**src/rtl/mon_hs_pkg.sv**
```systemverilog
package mon_hs_pkg;
  localparam int MON_W = 8;
  localparam logic [MON_W-1:0] MON_IDLE = 8'hFF;

  typedef enum logic [3:0] {
    S_IDLE, S_RX, S_REACK, S_FETCH, S_LOAD, S_SEND, S_GAP, S_END, S_ABORT
  } mon_st_e;
endpackage

```
**src/rtl/mon_edge_track.sv**
```systemverilog
module mon_edge_track (
  input  logic clk,
  input  logic rst,
  input  logic stb,
  input  logic mx_n,
  input  logic mr_n,
  output logic mx_fall,
  output logic mr_fall,
  output logic both_hi
);
  logic mx_q, mr_q;

  always_ff @(posedge clk) begin
    if (rst) begin
      mx_q <= 1'b1;
      mr_q <= 1'b1;
    end else if (stb) begin
      mx_q <= mx_n;
      mr_q <= mr_n;
    end
  end

  // high in the previous frame, low in this one
  assign mx_fall = mx_q & ~mx_n;
  assign mr_fall = mr_q & ~mr_n;
  assign both_hi = mx_n & mr_n;
endmodule

```
**src/rtl/mon_addr_ctr.sv**
```systemverilog
module mon_addr_ctr #(
  parameter int AW = 8
) (
  input  logic          clk,
  input  logic          rst,
  input  logic          load,
  input  logic          inc,
  input  logic [AW-1:0] load_val,
  output logic [AW-1:0] addr
);
  always_ff @(posedge clk) begin
    if (rst)       addr <= '0;
    else if (load) addr <= load_val;
    else if (inc)  addr <= addr + 1'b1;
  end
endmodule

```
**src/rtl/mon_hs_ctrl.sv**
```systemverilog
module mon_hs_ctrl
  import mon_hs_pkg::*;
#(
  parameter int AW         = 8,
  parameter int EOM_FRAMES = 2,
  parameter int ABT_FRAMES = 2
) (
  input  logic          clk,
  input  logic          rst,
  input  logic          frame_stb,
  input  logic [7:0]    dn_mon,
  input  logic          dn_mx_n,
  input  logic          dn_mr_n,
  output logic [7:0]    up_mon,
  output logic          up_mx_n,
  output logic          up_mr_n,
  output logic          abort_o,
  output logic          reg_wr,
  output logic          reg_rd,
  output logic [AW-1:0] reg_addr,
  output logic [7:0]    reg_wdata,
  input  logic [7:0]    reg_rdata
);
  localparam int RUN_MAX = (EOM_FRAMES > ABT_FRAMES) ? EOM_FRAMES : ABT_FRAMES;
  localparam int RUN_W   = $clog2(RUN_MAX + 1);
  localparam logic [RUN_W-1:0] EOM_LAST = RUN_W'(EOM_FRAMES - 1);
  localparam logic [RUN_W-1:0] ABT_LAST = RUN_W'(ABT_FRAMES - 1);

  mon_st_e          st;
  logic [RUN_W-1:0] run;
  logic [1:0]       nrx;
  logic             is_rd;
  logic [6:0]       left;
  logic [AW-1:0]    addr;
  logic             mx_fall, mr_fall, both_hi;
  logic             bad, tx_phase, go_abort, rx_new, eom, wr_go, rd_go, addr_ld, addr_inc;

  mon_edge_track u_edge (
    .clk(clk), .rst(rst), .stb(frame_stb), .mx_n(dn_mx_n), .mr_n(dn_mr_n),
    .mx_fall(mx_fall), .mr_fall(mr_fall), .both_hi(both_hi)
  );

  mon_addr_ctr #(.AW(AW)) u_addr (
    .clk(clk), .rst(rst), .load(addr_ld), .inc(addr_inc),
    .load_val(AW'(dn_mon)), .addr(addr)
  );

  always_comb begin
    bad      = (dn_mon != MON_IDLE);
    tx_phase = (st == S_SEND) || (st == S_GAP) || (st == S_END);
    go_abort = frame_stb && tx_phase && bad;
    rx_new   = frame_stb && (st == S_RX) && mx_fall;
    eom      = frame_stb && (st == S_RX) && dn_mx_n && (run == EOM_LAST);
    wr_go    = rx_new && (nrx == 2'd2) && !is_rd;
    rd_go    = (eom && is_rd && (nrx == 2'd2)) ||
               (frame_stb && (st == S_GAP) && !bad && (left != 7'd0));
    addr_ld  = rx_new && (nrx == 2'd1);
    addr_inc = wr_go || rd_go;
  end

  always_ff @(posedge clk) begin
    if (rst) begin
      st        <= S_IDLE;
      run       <= '0;
      nrx       <= '0;
      is_rd     <= 1'b0;
      left      <= '0;
      up_mon    <= MON_IDLE;
      up_mx_n   <= 1'b1;
      up_mr_n   <= 1'b1;
      abort_o   <= 1'b0;
      reg_wr    <= 1'b0;
      reg_rd    <= 1'b0;
      reg_addr  <= '0;
      reg_wdata <= '0;
    end else begin
      abort_o <= 1'b0;
      reg_wr  <= 1'b0;
      reg_rd  <= 1'b0;
      if (wr_go) begin
        reg_wr    <= 1'b1;
        reg_addr  <= addr;
        reg_wdata <= dn_mon;
      end
      if (rd_go) begin
        reg_rd   <= 1'b1;
        reg_addr <= addr;
      end
      if (st == S_FETCH) begin
        st <= S_LOAD;
      end else if (st == S_LOAD) begin
        up_mon  <= reg_rdata;
        up_mx_n <= 1'b0;
        st      <= S_SEND;
      end else if (go_abort) begin
        abort_o <= 1'b1;
        up_mx_n <= 1'b1;
        up_mr_n <= 1'b1;
        up_mon  <= MON_IDLE;
        run     <= '0;
        st      <= S_ABORT;
      end else if (frame_stb) begin
        case (st)
          S_IDLE: if (!dn_mx_n) begin
            nrx     <= 2'd1;
            is_rd   <= dn_mon[7];
            left    <= dn_mon[6:0];
            up_mr_n <= 1'b0;
            run     <= '0;
            st      <= S_RX;
          end
          S_RX: begin
            if (mx_fall) begin
              if (nrx != 2'd2) nrx <= nrx + 2'd1;
              up_mr_n <= 1'b1;
              run     <= '0;
              st      <= S_REACK;
            end else if (dn_mx_n) begin
              if (eom) begin
                up_mr_n <= 1'b1;
                run     <= '0;
                st      <= rd_go ? S_FETCH : S_IDLE;
              end else begin
                run <= run + 1'b1;
              end
            end else begin
              run <= '0;
            end
          end
          S_REACK: begin
            up_mr_n <= 1'b0;
            run     <= '0;
            st      <= S_RX;
          end
          S_SEND: if (mr_fall) begin
            up_mx_n <= 1'b1;
            up_mon  <= MON_IDLE;
            st      <= S_GAP;
          end
          S_GAP: begin
            if (rd_go) begin
              left <= left - 7'd1;
              st   <= S_FETCH;
            end else begin
              st <= S_END;
            end
          end
          S_END: st <= S_IDLE;
          S_ABORT: begin
            if (!both_hi)              run <= '0;
            else if (run == ABT_LAST)  begin run <= '0; st <= S_IDLE; end
            else                       run <= run + 1'b1;
          end
          default: st <= S_IDLE;
        endcase
      end
    end
  end
endmodule

```
**config.mk**
```make
export PLATFORM = sky130hd
export DESIGN_NAME = mon_hs_ctrl
export DESIGN_NICKNAME = d
export VERILOG_FILES = /design/src/rtl/mon_hs_pkg.sv /design/src/rtl/mon_edge_track.sv /design/src/rtl/mon_addr_ctr.sv /design/src/rtl/mon_hs_ctrl.sv
export SDC_FILE = /design/constraint.sdc
export NUM_CORES = 1
export LEC_CHECK = 0
export ABC_CLOCK_PERIOD_IN_PS = 3680
export BUFFER_PORTS_ARGS = -buffer_cell sky130_fd_sc_hd__buf_2
export CELL_PAD_IN_SITES_DETAIL_PLACEMENT = 0
export CELL_PAD_IN_SITES_GLOBAL_PLACEMENT = 1
export CORE_UTILIZATION = 44
export DETAILED_ROUTE_END_ITERATION = 12
export GPL_ROUTABILITY_DRIVEN = 1
export PLACE_DENSITY = 0.84
export SLEW_MARGIN = 0
export SYNTH_ARGS = -nofsm -noshare
export SYNTH_HDL_FRONTEND = slang
export SYNTH_SLANG_ARGS = --single-unit
```
**constraint.sdc**
```tcl
create_clock -name clk -period 3.68 [get_ports clk]
set_clock_uncertainty 0.15 [all_clocks]
set_input_delay 0.368 -clock clk [delete_from_list [all_inputs] [get_ports clk]]
set_output_delay 0.368 -clock clk [all_outputs]
set_load 0.05 [all_outputs]
```
; ---- Word level (Yosys, flattened, before mapping)
; Cells that the tools add are included.
; Widths: inputs -> output; s select.
[totals]
register_bits = 55
out_inout_bits = 29
elab_cells = 171
[classes]
n_bitwise = 8
reduce_logical = 46
n_mux = 54
addsub = 4
eq_ne = 40
[op_table]
columns = operator, n
row1 = $mux 8, 9
row2 = $reduce_and 7->1, 6
row3 = $mux 4, 9
row4 = $mux 2, 12
row5 = $pmux 4 s6, 1
row6 = $ne 4x4->1 const B, 5
row7 = $ne 3x3->1 const B, 6
row8 = $eq 4x3->1 const B, 4
row9 = $ne 5x5->1 const B, 3
row10 = $logic_and 1x1->1, 14
row11 = $mux 1, 14
row12 = $mux 7, 2
row13 = $ne 2x2->1 const B, 7
row14 = $pmux 7 s2, 1
row15 = $ne 6x4->1 const B, 2
row16 = $ne 5x4->1 const B, 2
row17 = $reduce_bool 2->1, 5
row18 = $mux 3, 3
row19 = $reduce_bool 3->1, 3
row20 = $add 8x1->8 const B, 1
row21 = $eq 4x2->1 const B, 2
row22 = $ne 8x8->1 const B, 1
row23 = $pmux 2 s4, 1
row24 = $reduce_and 8->1, 1
row25 = other kinds (25), 38

; ---- Longest topological paths before layout
[depth]
depth_word = 16
depth_mapped = 9

; ---- By module
; From an unflattened synthesis, not the netlist that was laid out.
[hier_totals]
hier_cells = 338
area_unflattened_um2 = 2905.3
[by_module_without_submodules]
columns = mod, seq_area_each_um2, area_per_inst_um2, cells_each, n_inst
row1 = mon_hs_ctrl, 900.9, 2352.3, 276, 1
row2 = mon_addr_ctr, 160.2, 464.2, 53, 1
row3 = mon_edge_track, 40.0, 88.8, 9, 1

; ---- Least setup slack after synthesis
; No wires, ideal clock.
[synth_path]
path_kind = reg-to-reg
start = reg st[2]
end = reg u_addr.addr[0]
n_path_buf = 2
arrival_time_ns = 1.763
path_slack_ns = 1.639
synth_period_minus_slack_ns = 2.041
required_time_ns = 3.402
path_stages_with_launch = 9
cell_sequence = dfxtp_1 > buf_6 > nor4b_2 > nand4_2 > o311a_1 > buf_2 > xnor2_1 > mux2i_1 > nor2_1
[synth_between]
elab_chain_len = 9
[synth_lines]
columns = element, line_no
row1 = "start, declared", mon_hs_ctrl.sv:29  ; mon_st_e st;
row2 = "start signal, assigned", mon_hs_ctrl.sv:122  ; st <= rd_go ? S_FETCH : S_IDLE;
row3 = $eq 4x1->1, "mon_hs_ctrl.sv:52, mon_hs_ctrl.sv:53"
row4 = $logic_and 1x1->1, "mon_hs_ctrl.sv:52, mon_hs_ctrl.sv:53"
row5 = $logic_and 1x1->1 (2 in a row), mon_hs_ctrl.sv:53  ; eom = frame_stb && (st == S_RX) && dn_mx_n && (run == EOM_LAST);
row6 = $logic_and 1x1->1 (2 in a row), mon_hs_ctrl.sv:55  ; rd_go = (eom && is_rd && (nrx == 2'd2)) ||
row7 = $logic_or 1x1->1, mon_hs_ctrl.sv:55
row8 = $logic_or 1x1->1, mon_hs_ctrl.sv:58  ; addr_inc = wr_go || rd_go;
row9 = $reduce_bool 2->1 (no line), --
row10 = "end signal, assigned", mon_addr_ctr.sv:13  ; else if (load) addr <= load_val;
row11 = "end signal, assigned", mon_addr_ctr.sv:14  ; else if (inc) addr <= addr + 1'b1;
row12 = "end, declared", mon_addr_ctr.sv:9  ; output logic [AW-1:0] addr
; Parallel ways exist; a longest one is shown, timed or not.
; A chain may end at the register's enable or synchronous reset.

; ---- Final worst setup path
[layout_path]
start = reg st[0]
end = reg u_addr.addr[0]
; The elaborated chain is that of the path after synthesis.

==> metrics.yaml <==
outcome: "complete, no violations"
die_w_um: 81.5
cts_tree: "built"
synth_compound_area_share_pct: 18.9
grt_setup_unrepaired: "no"
drt-vias-per-instance: 5.64
fin_area_sq_um: 3120
end_kind: "flop"
cts_buffers: 5
clock_path_buffers: 2
synthMostInstantiatedCell: "dfxtp_1"
setup_viol: 0
synthCells: 337
grt_pass1_wl_mm: 10.7
ios: 50
initial_core_util_pct: 46.2
dieHeight_um: 81.5
cp_max_fo: 19
setup_tns_ps: 0
num_rows: 28
synth_top_family_by_area: "simple AND/OR/NAND/NOR gates"
post-cts-setup-buffer-count: 0
muxShareOfSynthArea_pct: 2.88
slew_headroom_pct: 55.1
place_area_sq_um: 3030
crit_slowest_cell: "dfxtp_1"
synth_cell_types: 58
dr.pass1.iters: 4
regArea_sq_um: 1100
insertion_delay_ps: 310
hold_violations: 0
yosys_warnings: 0
initialDrtViolationCount: 180
antenna_cells: 0
slew_viol_final: 0
synth_xor_area_share_pct: 2.20
cp.required_ps: 3720
globalRouteTotalUtil_pct: 20.9
fmax_ghz: 0.382
fillerInstances: 604
core_sq_um: 6030
grt_pass1_vias: 2225
synth_nets: 363
worstMarginPinSlew_ps: 671
ys_seq_area_share_pct: 39.6
cts.reportedPaths.clkPinSlew_ps: 110
syn2layout_area_growth_pct: 12.2
cts_hold_buf: 0
max_cap_violations: 0
vias: 2537
antenna_found_initial: 0
grt_max_degree: 41
wl_mm: 6.50
drc: 0
synth_edf_count: 0
synthFlopType: "dfxtp_1"
antenna_left: 0
cp_cell_sequence: "nor4b_2, nand4_2, o311a_1, xnor2_1, mux2i_1, nor2_1"
synthTopCellsByArea: "dfxtp_1 40%, nand2_1 7.3%, a21oi_1 5.6%, nor2_1 3.4%, mux2i_1 2.9%"
synthesis.area_sq_um: 2780
syn_area_per_cell_sq_um: 8.26
p_per_area_nw_per_um2: 425
synth-simple-area-share_pct: 29.7
arrival_ps: 2660
clock_sinks: 55
ctsHtreeMaxLevel: 2
ys_ff_latch: 55
die_area_sq_um: 6650
grt-ovfl-total: 0
fin_crit_sh_pct: 71.1
peakVddDrop_uv: 229
cpPeakStageDelay_ps: 690
layout_min_cycle_time_ps: 2620
p_leak_nw: 1.27
synthTopCellsByCount: "55 x dfxtp_1, 54 x nand2_1, 31 x a21oi_1"
cts.repair.resized: 0
wl_per_cell_um: 14.4
dp_hpwl_mm: 4.61
cp-start-kind: "flop"
yosysTopAreaCellShare_pct: 39.6
multi_input_area_sq_um: 1560
drive_gt1_share_pct: 19.5
gp_congestion: 0.875
fin_nets: 400
p_total_mw: 1.33
cts-root-buf: "clkbuf_8"
synth-async-reset-ratio_pct: 0
min_path_type: "input pin to flop"
port_buffers: 49
yosysTopAreaCell: "dfxtp_1"
synth_fa_ha_area_share_pct: 2.25
path_class: "flop to flop"
[per-layer routing]
metal | track usage [%] | vias to the layer above | share of wire [%]
li1 | - | 1273 | -
met1 | 28.3 | 1181 | 49
met2 | 32.1 | 76 | 46
met3 | 4.56 | 7 | 4.4
met4 | 8.39 | 0 | 0.95
met5 | 0 | - | 0
[critical path: cells and delay by family, from the launching register on]
family	cells	cell delay, ps
AND/OR/NAND/NOR	3	990
multiplexers	1	140
AO/OA/AOI/OAI	1	360
XOR/XNOR	1	170
flip-flops	1	690
[logic make-up after synthesis]
| group | Yosys count |
|---|---|
| compound gates | 79 |
| xor+xnor | 7 |
| simple gates | 155 |
| buf+inv | 28 |
| flops | 55 |
| fa+ha+maj | 5 |
| mux | 8 |
[final timing paths]
path,slack [ps],start,cells past startpoint,endpoint
worst max register to register,1060,st[0],6,u_addr.addr[0]
worst max-delay path,1060,st[0],6,u_addr.addr[0]
worst min register to register,300,reg_addr[2],2,reg_addr[2]
worst min-delay path,130,reg_rdata[0],3,up_mon[0]
[cell type report]
class / instances / share of cell area (%)
clock inverters: 2 / 0.561
repair buffers: 50 / 8.09
flip-flops and latches: 55 / 35.3
inverters: 8 / 0.962
well taps: 75 / 3.00
multi-input cells: 254 / 49.8
clock buffers: 6 / 2.32
[where the power goes]
| group | switching, mW | leakage (nW) | internal (mW) | total (mW) |
|---|---|---|---|---|
| Sequential | 0.0491 | 0.446 | 0.628 | 0.677 |
| Combinational | 0.192 | 0.783 | 0.116 | 0.308 |
| Clock | 0.204 | 0.0454 | 0.137 | 0.341 |
| Total | 0.445 | 1.27 | 0.881 | 1.33 |
[sequential cells by signal, indices dropped and copies added (netlist names)]
signal       cells
reg_wdata        8
up_mx_n          1
reg_rd           1
st               4
left             7
nrx              2
u_edge.mr_q      1
up_mon           8
u_edge.mx_q      1
u_addr.addr      8
reg_wr           1
reg_addr         8
up_mr_n          1
abort_o          1
run              2
is_rd            1
[placed cells by master, fill, tap and decap left out, types with 2 or more instances in the layout]
master | synthesis | routed
nand4_1 | 7 | 7
a21oi_1 | 31 | 31
a211oi_2 | 2 | 2
mux2i_1 | 8 | 8
nand3_1 | 8 | 8
nor2b_1 | 8 | 8
nand2_1 | 54 | 54
o22ai_1 | 8 | 8
or3_1 | 2 | 2
nand4b_1 | 3 | 3
o21ai_0 | 12 | 12
clkbuf_8 | 0 | 5
a22oi_1 | 2 | 2
a31oi_1 | 4 | 4
a211oi_1 | 5 | 5
o311a_1 | 2 | 2
or2_2 | 4 | 4
or2_0 | 2 | 2
dfxtp_1 | 55 | 55
buf_2 | 5 | 49
clkinv_4 | 0 | 2
nor3_1 | 9 | 9
xor2_1 | 6 | 6
inv_1 | 8 | 8
nand4_2 | 2 | 2
o2111a_1 | 2 | 2
and4b_1 | 2 | 2
and3_1 | 6 | 6
nand2b_1 | 5 | 5
nor2_1 | 25 | 25
ha_1 | 5 | 5
o211ai_1 | 2 | 2
nand3b_1 | 4 | 4
[metrics by stage]
step / hold WS (ps) / utilization (%) / setup WS, ps / cells
final: 129 / 51.8 / 1060 / 450
after global routing: 114 / 51.8 / 809 / 450
after CTS: 116 / 51.8 / 1060 / 450
after detailed placement: 292 / 50.3 / 1090 / 442
after global placement: 286 / 50.3 / 1210 / 442
after floorplan: 293 / - / 1640 / 337
(Power assumes the default switching activity.)
